**config.mk**
```make
export PLATFORM = sky130hd
export DESIGN_NAME = evs_event_latch
export DESIGN_NICKNAME = d
export VERILOG_FILES = /design/src/rtl/evs_pkg.sv /design/src/rtl/evs_sync.sv /design/src/rtl/evs_port.sv /design/src/rtl/evs_readmux.sv /design/src/rtl/evs_event_latch.sv
export SDC_FILE = /design/constraint.sdc
export NUM_CORES = 1
export LEC_CHECK = 0
export BUFFER_PORTS_ARGS = -buffer_cell sky130_fd_sc_hd__clkbuf_2
export CAP_MARGIN = 40
export CORE_ASPECT_RATIO = 1.25
export CORE_MARGIN = 4
export CORE_UTILIZATION = 40
export CTS_CLUSTER_SIZE = 16
export DETAILED_ROUTE_END_ITERATION = 8
export SLEW_MARGIN = 0
export SYNTH_ARGS = -nofsm -noshare
export SYNTH_HDL_FRONTEND = slang
export SYNTH_HIERARCHICAL = 1
export SYNTH_SLANG_ARGS = --single-unit
```
**constraint.sdc**
```tcl
create_clock -name clk -period 1.25 [get_ports clk]
set_input_delay 0.0625 -clock clk [delete_from_list [all_inputs] [get_ports clk]]
set_output_delay 0.0625 -clock clk [all_outputs]
set_load 0.02 [all_outputs]
```
**src/rtl/evs_pkg.sv**
```systemverilog
package evs_pkg;

  // Address group field, addr[3:2]
  typedef enum logic [1:0] {
    GRP_POL = 2'd0,
    GRP_ENA = 2'd1,
    GRP_ID  = 2'd2,
    GRP_SUM = 2'd3
  } evs_grp_e;

  localparam int unsigned IDX_W = 2;
  localparam int unsigned ADDR_W = 2 + IDX_W;

endpackage

```
**src/rtl/evs_sync.sv**
```systemverilog
module evs_sync #(
  parameter int unsigned W      = 24,
  parameter int unsigned STAGES = 2
) (
  input  logic         clk,
  input  logic         rst_n,
  input  logic [W-1:0] pin_i,
  output logic [W-1:0] lvl_o,
  output logic [W-1:0] lvl_prev_o
);

  logic [STAGES-1:0][W-1:0] chain_q;
  logic [STAGES-1:0][W-1:0] chain_d;
  logic [W-1:0]             prev_q;

  // Next-state: shift the raw levels through the chain
  always_comb begin
    chain_d[0] = pin_i;
    for (int s = 1; s < STAGES; s++) begin
      chain_d[s] = chain_q[s-1];
    end
  end

  always_ff @(posedge clk or negedge rst_n) begin
    if (!rst_n) begin
      chain_q <= '0;
      prev_q  <= '0;
    end else begin
      chain_q <= chain_d;
      prev_q  <= chain_q[STAGES-1];
    end
  end

  assign lvl_o      = chain_q[STAGES-1];
  assign lvl_prev_o = prev_q;

endmodule

```
**src/rtl/evs_port.sv**
```systemverilog
module evs_port #(
  parameter int unsigned PW = 8
) (
  input  logic          clk,
  input  logic          rst_n,
  input  logic [PW-1:0] lvl_i,
  input  logic [PW-1:0] lvl_prev_i,
  input  logic          pol_we_i,
  input  logic          ena_we_i,
  input  logic          id_we_i,
  input  logic [PW-1:0] wdata_i,
  output logic [PW-1:0] pol_o,
  output logic [PW-1:0] ena_o,
  output logic [PW-1:0] pend_o
);

  logic [PW-1:0] pol_q;
  logic [PW-1:0] ena_q;
  logic [PW-1:0] ena_d;
  logic [PW-1:0] pend_q;
  logic [PW-1:0] pend_d;
  logic [PW-1:0] hit;

  // Per-channel edge match against the selected polarity
  for (genvar b = 0; b < PW; b++) begin : g_bit
    logic rise;
    logic fall;
    assign rise   = lvl_i[b] & ~lvl_prev_i[b];
    assign fall   = ~lvl_i[b] & lvl_prev_i[b];
    assign hit[b] = pol_q[b] ? rise : fall;
  end

  // Next-state for enables and pending bits
  always_comb begin
    ena_d  = ena_we_i ? wdata_i : ena_q;
    pend_d = (pend_q | (hit & ena_q)) & ena_d;
    if (id_we_i) begin
      pend_d = '0;
    end
  end

  always_ff @(posedge clk or negedge rst_n) begin
    if (!rst_n) begin
      pol_q <= '0;
    end else if (pol_we_i) begin
      pol_q <= wdata_i;
    end
  end

  always_ff @(posedge clk or negedge rst_n) begin
    if (!rst_n) begin
      ena_q <= '0;
    end else if (ena_we_i) begin
      ena_q <= ena_d;
    end
  end

  always_ff @(posedge clk or negedge rst_n) begin
    if (!rst_n) begin
      pend_q <= '0;
    end else begin
      pend_q <= pend_d;
    end
  end

  assign pol_o  = pol_q;
  assign ena_o  = ena_q;
  assign pend_o = pend_q;

  AST_ID_WRITE_CLEARS: assert property (@(posedge clk) disable iff (!rst_n)
    id_we_i |=> (pend_q == '0));

  AST_NEW_PEND_NEEDS_EN: assert property (@(posedge clk) disable iff (!rst_n)
    rst_n |=> ((pend_q & ~$past(pend_q) & ~$past(ena_q)) == '0));

  AST_PEND_STICKY: assert property (@(posedge clk) disable iff (!rst_n)
    (!id_we_i && !ena_we_i) |=> ((pend_q & $past(pend_q)) == $past(pend_q)));

  AST_ENA_DROP_CLEARS: assert property (@(posedge clk) disable iff (!rst_n)
    ena_we_i |=> ((pend_q & ~ena_q) == '0));

endmodule

```
**src/rtl/evs_readmux.sv**
```systemverilog
module evs_readmux
  import evs_pkg::*;
#(
  parameter int unsigned NPORT = 3,
  parameter int unsigned PW    = 8
) (
  input  logic                        clk,
  input  logic                        rst_n,
  input  logic                        rd_i,
  input  evs_grp_e                    grp_i,
  input  logic [IDX_W-1:0]            idx_i,
  input  logic [NPORT-1:0][PW-1:0]    pol_i,
  input  logic [NPORT-1:0][PW-1:0]    ena_i,
  input  logic [NPORT-1:0][PW-1:0]    pend_i,
  output logic [PW-1:0]               rdata_o,
  output logic                        rvalid_o
);

  logic [NPORT-1:0] summary;
  logic [PW-1:0]    rdata_d;
  logic [PW-1:0]    rdata_q;
  logic             rvalid_q;
  logic             idx_ok;

  for (genvar p = 0; p < NPORT; p++) begin : g_sum
    assign summary[p] = |pend_i[p];
  end

  assign idx_ok = (int'(idx_i) < NPORT);

  always_comb begin
    rdata_d = '0;
    unique case (grp_i)
      GRP_POL: if (idx_ok) rdata_d = pol_i[idx_i];
      GRP_ENA: if (idx_ok) rdata_d = ena_i[idx_i];
      GRP_ID:  if (idx_ok) rdata_d = pend_i[idx_i];
      GRP_SUM: if (idx_i == '0) rdata_d = PW'(summary);
      default: rdata_d = '0;
    endcase
  end

  always_ff @(posedge clk or negedge rst_n) begin
    if (!rst_n) begin
      rdata_q <= '0;
    end else if (rd_i) begin
      rdata_q <= rdata_d;
    end
  end

  always_ff @(posedge clk or negedge rst_n) begin
    if (!rst_n) begin
      rvalid_q <= 1'b0;
    end else begin
      rvalid_q <= rd_i;
    end
  end

  assign rdata_o  = rdata_q;
  assign rvalid_o = rvalid_q;

  AST_SUMMARY_READ: assert property (@(posedge clk) disable iff (!rst_n)
    (rd_i && grp_i == GRP_SUM && idx_i == '0 && pend_i == '0) |=> (rdata_q == '0));

endmodule

```
**src/rtl/evs_event_latch.sv**
```systemverilog
module evs_event_latch
  import evs_pkg::*;
#(
  parameter int unsigned NPORT       = 3,
  parameter int unsigned PW          = 8,
  parameter int unsigned SYNC_STAGES = 2
) (
  input  logic                  clk,
  input  logic                  rst_n,
  input  logic [NPORT*PW-1:0]   pin_i,
  input  logic                  acc_wr,
  input  logic                  acc_rd,
  input  logic [ADDR_W-1:0]     acc_addr,
  input  logic [PW-1:0]         acc_wdata,
  output logic [PW-1:0]         acc_rdata,
  output logic                  acc_rvalid,
  output logic                  irq_o
);

  localparam int unsigned NCH = NPORT * PW;

  evs_grp_e                 grp;
  logic [IDX_W-1:0]         idx;
  logic [NCH-1:0]           lvl;
  logic [NCH-1:0]           lvl_prev;
  logic [NPORT-1:0][PW-1:0] pol_all;
  logic [NPORT-1:0][PW-1:0] ena_all;
  logic [NPORT-1:0][PW-1:0] pend_all;

  assign grp = evs_grp_e'(acc_addr[ADDR_W-1:IDX_W]);
  assign idx = acc_addr[IDX_W-1:0];

  evs_sync #(
    .W      (NCH),
    .STAGES (SYNC_STAGES)
  ) u_sync (
    .clk        (clk),
    .rst_n      (rst_n),
    .pin_i      (pin_i),
    .lvl_o      (lvl),
    .lvl_prev_o (lvl_prev)
  );

  for (genvar p = 0; p < NPORT; p++) begin : g_port
    logic sel;
    assign sel = acc_wr && (int'(idx) == p);

    evs_port #(
      .PW (PW)
    ) u_port (
      .clk        (clk),
      .rst_n      (rst_n),
      .lvl_i      (lvl[p*PW +: PW]),
      .lvl_prev_i (lvl_prev[p*PW +: PW]),
      .pol_we_i   (sel && grp == GRP_POL),
      .ena_we_i   (sel && grp == GRP_ENA),
      .id_we_i    (sel && grp == GRP_ID),
      .wdata_i    (acc_wdata),
      .pol_o      (pol_all[p]),
      .ena_o      (ena_all[p]),
      .pend_o     (pend_all[p])
    );
  end

  evs_readmux #(
    .NPORT (NPORT),
    .PW    (PW)
  ) u_rd (
    .clk      (clk),
    .rst_n    (rst_n),
    .rd_i     (acc_rd),
    .grp_i    (grp),
    .idx_i    (idx),
    .pol_i    (pol_all),
    .ena_i    (ena_all),
    .pend_i   (pend_all),
    .rdata_o  (acc_rdata),
    .rvalid_o (acc_rvalid)
  );

  assign irq_o = |pend_all;

  AST_IRQ_HOLDS: assert property (@(posedge clk) disable iff (!rst_n)
    (irq_o && !acc_wr) |=> irq_o);

  AST_RVALID_FOLLOWS_RD: assert property (@(posedge clk) disable iff (!rst_n)
    acc_rd |=> acc_rvalid);

endmodule

```
==> flow_metrics.py <==
metrics = {
    "logic_synthesis": {
        "synthAdderAreaFrac_pct": 0,
        "number_of_flops_mapped_to_enable_cells_by_yosys": 0,
        "synthesis.area_per_instance_um2": 14.8,
        "ys_async_sr_fraction_pct": 100,
        "combinational_family_with_the_most_area_after_synthesis": "multiplexers",
        "postSynthRegisterBits": 153,
        "synth_xor_xnor_area_share_pct": 0,
        "syn-num-nets": 461,
        "synth_area_mm2": 0.00622,
        "synthesis.yosys.warnings": 6,
        "synth_sequential_area_ratio_pct": 61.6,
        "netlist_instances": 421,
        "synth_compound_area_share_pct": 9.09,
        "synth_simple_gate_area_share_pct": 13.3,
        "synth_mux_area_share_pct": 13.8,
        "synth_cell_type_count": 40,
        "synthFlopType": "sky130_fd_sc_hd__dfrtp_1",
    },
    "critical_path": {
        "worst-setup-path-type": "flop to output pin",
        "ff2ff_setup_slack_ns": -0.13,
        "critPathMaxFanout": 2,
        "rr_endpoint": "u_rd/rdata_o[6]$_DFFE_PN0P_",
        "cp_data_arrival_time_ns": 1.66,
        "count_of_cells_along_the_worst_register_to_register_path": 4,
        "critical_path_required_ns": 1.19,
        "setup.worst_path.start_class": "flop",
        "timing.critical_path.to_type": "output pin",
        "critical_path.reg2reg.startpoint": "g_port[2].u_port/pend_o[6]$_DFF_PN0_",
    },
    "timing": {
        "drv_slew": 0,
        "post-route-period-util_pct": 138,
        "setup-violations-final": 6,
        "timing.final.hold_violations": 0,
        "fin_skew_ns": 0.00690,
        "relSlewSlack_pct": 69.1,
        "achievable-frequency_mhz": 580,
        "hold_slack_ns": 0.0202,
        "period_minus_slack_ns": 1.72,
        "final_critical_path_setup_slack_ns": -0.474,
        "rsz_0062_raised_after_global_routing": "true",
        "worst_pin_slew_ns": 0.462,
    },
    "die": {
        "fp.coreArea_mm2": 0.0151,
        "placement_rows": 50,
        "chipWidth_um": 120,
        "die_span_y_um": 147,
        "die-area_mm2": 0.0176,
        "ios": 50,
        "initial_utilization_pct": 41.1,
    },
    "finish": {
        "n_fill_cell": 1300,
        "layout.cells.most_common_list": "sky130_fd_sc_hd__dfrtp_1, sky130_fd_sc_hd__buf_4, sky130_fd_sc_hd__clkbuf_2",
        "layout_overhead_on_the_synthesized_area_pct": 32.2,
        "post-route-util_pct": 54.3,
        "fin_cells": 787,
        "nets": 606,
        "area.sequential_mm2": 0.00384,
        "layout_commonest_cell": "sky130_fd_sc_hd__dfrtp_1",
        "multi_input_comb_area_mm2": 0.00241,
        "antennaDiodeCount": 0,
        "layout-drive-gt1-share_pct": 39.7,
    },
    "placement": {
        "place.detailed.instances": 722,
        "place_worst_setup_slack_ns": -0.200,
        "buffer_ports.inserted": 49,
        "gp_routability_congestion": 0.835,
        "half_perimeter_wire_length_after_detailed_placement_mm": 10.9,
    },
    "job": {
        "count_of_max_cap_constraint_violations": 0,
    },
    "route": {
        "detail_route.wirelength_mm": 15.5,
        "wl_per_cell_um": 19.6,
        "drt_pass1_iterations": 6,
        "detailroute.via_count": 4288,
        "vias_per_cell": 5.45,
        "post-route-drc-count": 0,
        "drtAntennaViolNets": 0,
        "drtIter0Drc": 214,
    },
    "global_routing": {
        "grt_first_pass_wirelength_mm": 25.1,
        "grt_remaining_overflow": 0,
        "grt_antenna_before_repair": 0,
        "via_count_of_the_first_global_routing_pass": 4534,
        "grt_start_max_net_pins": 52,
        "grt.total_usage_pct": 18.5,
    },
    "cts": {
        "worst_skew_pair.late_latency_ns": 0.42,
        "cts_inserted_buffers": 17,
        "clockRootBuffer": "sky130_fd_sc_hd__clkbuf_16",
        "cts_buffer_depth": 2,
        "tritoncts": "built",
        "cts_max_level": 4,
        "clkTransAtPathRegs_ns": 0.06,
        "clock_sinks": 153,
    },
    "power_and_ir_drop": {
        "ir_worst_vdd_v": 0.000932,
        "power_density_mw_per_mm2": 1640,
        "leakagePower_nw": 3.92,
    },
    "worst_hold_path": {
        "worst_hold_path.endpoint": "g_port[2].u_port/pol_o[6]$_DFFE_PN0P_",
        "holdPathStages": 2,
        "min_path_type": "input pin to flop",
        "timing.hold.worst.start": "acc_wdata[6]",
    },
    "status": {
        "run_status": "finished with violations",
        "violations": "negative setup slack",
    },
}
through the flow:
step	total power [mW]	TNS, ns	area, µm²
6_report	13.5	-0.820	8220
4_1_cts	13.5	-0.676	8140
5_1_grt	14.1	-1.18	8220
2_1_floorplan	7.16	0	6220
3_5_place_dp	8.20	-9.62	7140
3_3_place_gp	8.11	-8.90	7140
timing repair:
action	4_1_cts	5_1_grt
hold buffers	28	0
setup buffers	3	3
hold endpoints to repair	190	0
resized for setup	23	19
pin swaps	13	12
setup endpoints to repair	8	10
how the worst max path moves through the flow:
stage,start,endpoint,depth (start not counted)
5_1_grt,g_port[1].u_port/pend_o[6]$_DFF_PN0_,irq_o,4
2_1_floorplan,g_port[2].u_port/pol_o[0]$_DFFE_PN0P_,u_rd/rdata_o[0]$_DFFE_PN0P_,4
3_3_place_gp,acc_addr[3],u_rd/rdata_o[6]$_DFFE_PN0P_,6
4_1_cts,g_port[1].u_port/pend_o[6]$_DFF_PN0_,irq_o,4
3_5_place_dp,acc_addr[1],g_port[0].u_port/pend_o[3]$_DFF_PN0_,6
6_report,g_port[1].u_port/pend_o[6]$_DFF_PN0_,irq_o,4
synthesized netlist by cell type, types with 3 or more instances:
cell | instances | area [µm²]
sky130_fd_sc_hd__a21oi_1 | 10 | 50.1
sky130_fd_sc_hd__o22ai_1 | 5 | 31.3
sky130_fd_sc_hd__dfrtp_1 | 153 | 3830
sky130_fd_sc_hd__nor2_1 | 18 | 67.6
sky130_fd_sc_hd__nor4bb_1 | 18 | 180
sky130_fd_sc_hd__mux2i_1 | 16 | 160
sky130_fd_sc_hd__nor4_1 | 12 | 75.1
sky130_fd_sc_hd__o311a_1 | 24 | 240
sky130_fd_sc_hd__a211o_1 | 3 | 26.3
sky130_fd_sc_hd__a31oi_1 | 6 | 37.5
sky130_fd_sc_hd__mux2_4 | 24 | 360
sky130_fd_sc_hd__a221oi_1 | 3 | 26.3
sky130_fd_sc_hd__nor3_1 | 4 | 20.0
sky130_fd_sc_hd__mux2_2 | 27 | 304
sky130_fd_sc_hd__and4b_1 | 24 | 240
sky130_fd_sc_hd__o21ai_0 | 4 | 20.0
sky130_fd_sc_hd__a22oi_1 | 6 | 45.0
sky130_fd_sc_hd__and4bb_1 | 6 | 75.1
sky130_fd_sc_hd__nand2b_1 | 7 | 43.8
sky130_fd_sc_hd__mux2_1 | 3 | 33.8
sky130_fd_sc_hd__nand3b_1 | 5 | 37.5
sky130_fd_sc_hd__buf_6 | 4 | 45.0
sky130_fd_sc_hd__a22o_1 | 5 | 43.8
sky130_fd_sc_hd__buf_2 | 6 | 30.0
sky130_fd_sc_hd__and2_0 | 3 | 18.8
sky130_fd_sc_hd__inv_1 | 4 | 15.0
sequential cells by signal (all words and copies together) (netlist names):
signal                cells
g_port.u_port/ena_o      24
g_port.u_port/pend_o     24
u_sync/chain_d           24
u_sync/lvl_prev_o        24
u_sync/lvl_o             24
g_port.u_port/pol_o      24
u_rd/rdata_o              8
u_rd/rvalid_o             1
critical path, stage by stage (launching register included):
cell                      delay (ns)
sky130_fd_sc_hd__dfrtp_2        0.42
sky130_fd_sc_hd__nor4_4         0.31
sky130_fd_sc_hd__and4_1         0.23
sky130_fd_sc_hd__nand3_2        0.11
sky130_fd_sc_hd__buf_8          0.17
metal layers:
layer / up-vias / track usage, % / part of all wire, %
met2: 124 / 31.1 / 51
li1: 1935 / - / -
met4: 0 / 7.39 / 2.5
met1: 2204 / 23.3 / 42
met5: - / 0 / 0
met3: 25 / 4.36 / 4.6
power by group:
group / internal (mW) / total [mW] / switching [mW]
Combinational: 1.41 / 2.39 / 0.985
Sequential: 5.56 / 6.11 / 0.550
Clock: 3.04 / 4.98 / 1.95
Total: 10.0 / 13.5 / 3.48
layout make-up:
| cell class | instances | area share, % |
|---|---|---|
| Timing Repair Buffer | 143 | 13.6 |
| Sequential cell | 153 | 46.7 |
| Clock buffer | 21 | 5.60 |
| Inverter | 4 | 0.183 |
| Multi-Input combinational cell | 247 | 29.3 |
| Clock inverter | 11 | 1.49 |
| Tap cell | 208 | 3.17 |
cell families (layout without fill, tap and decap cells):
logic type / Yosys count / in the layout
buffers and inverters: 21 / 179
AOI/OAI and AO/OA: 72 / 72
DFF: 153 / 153
and+or+nand+nor: 105 / 105
muxes: 70 / 70
Power figures use the tool's default switching activity.
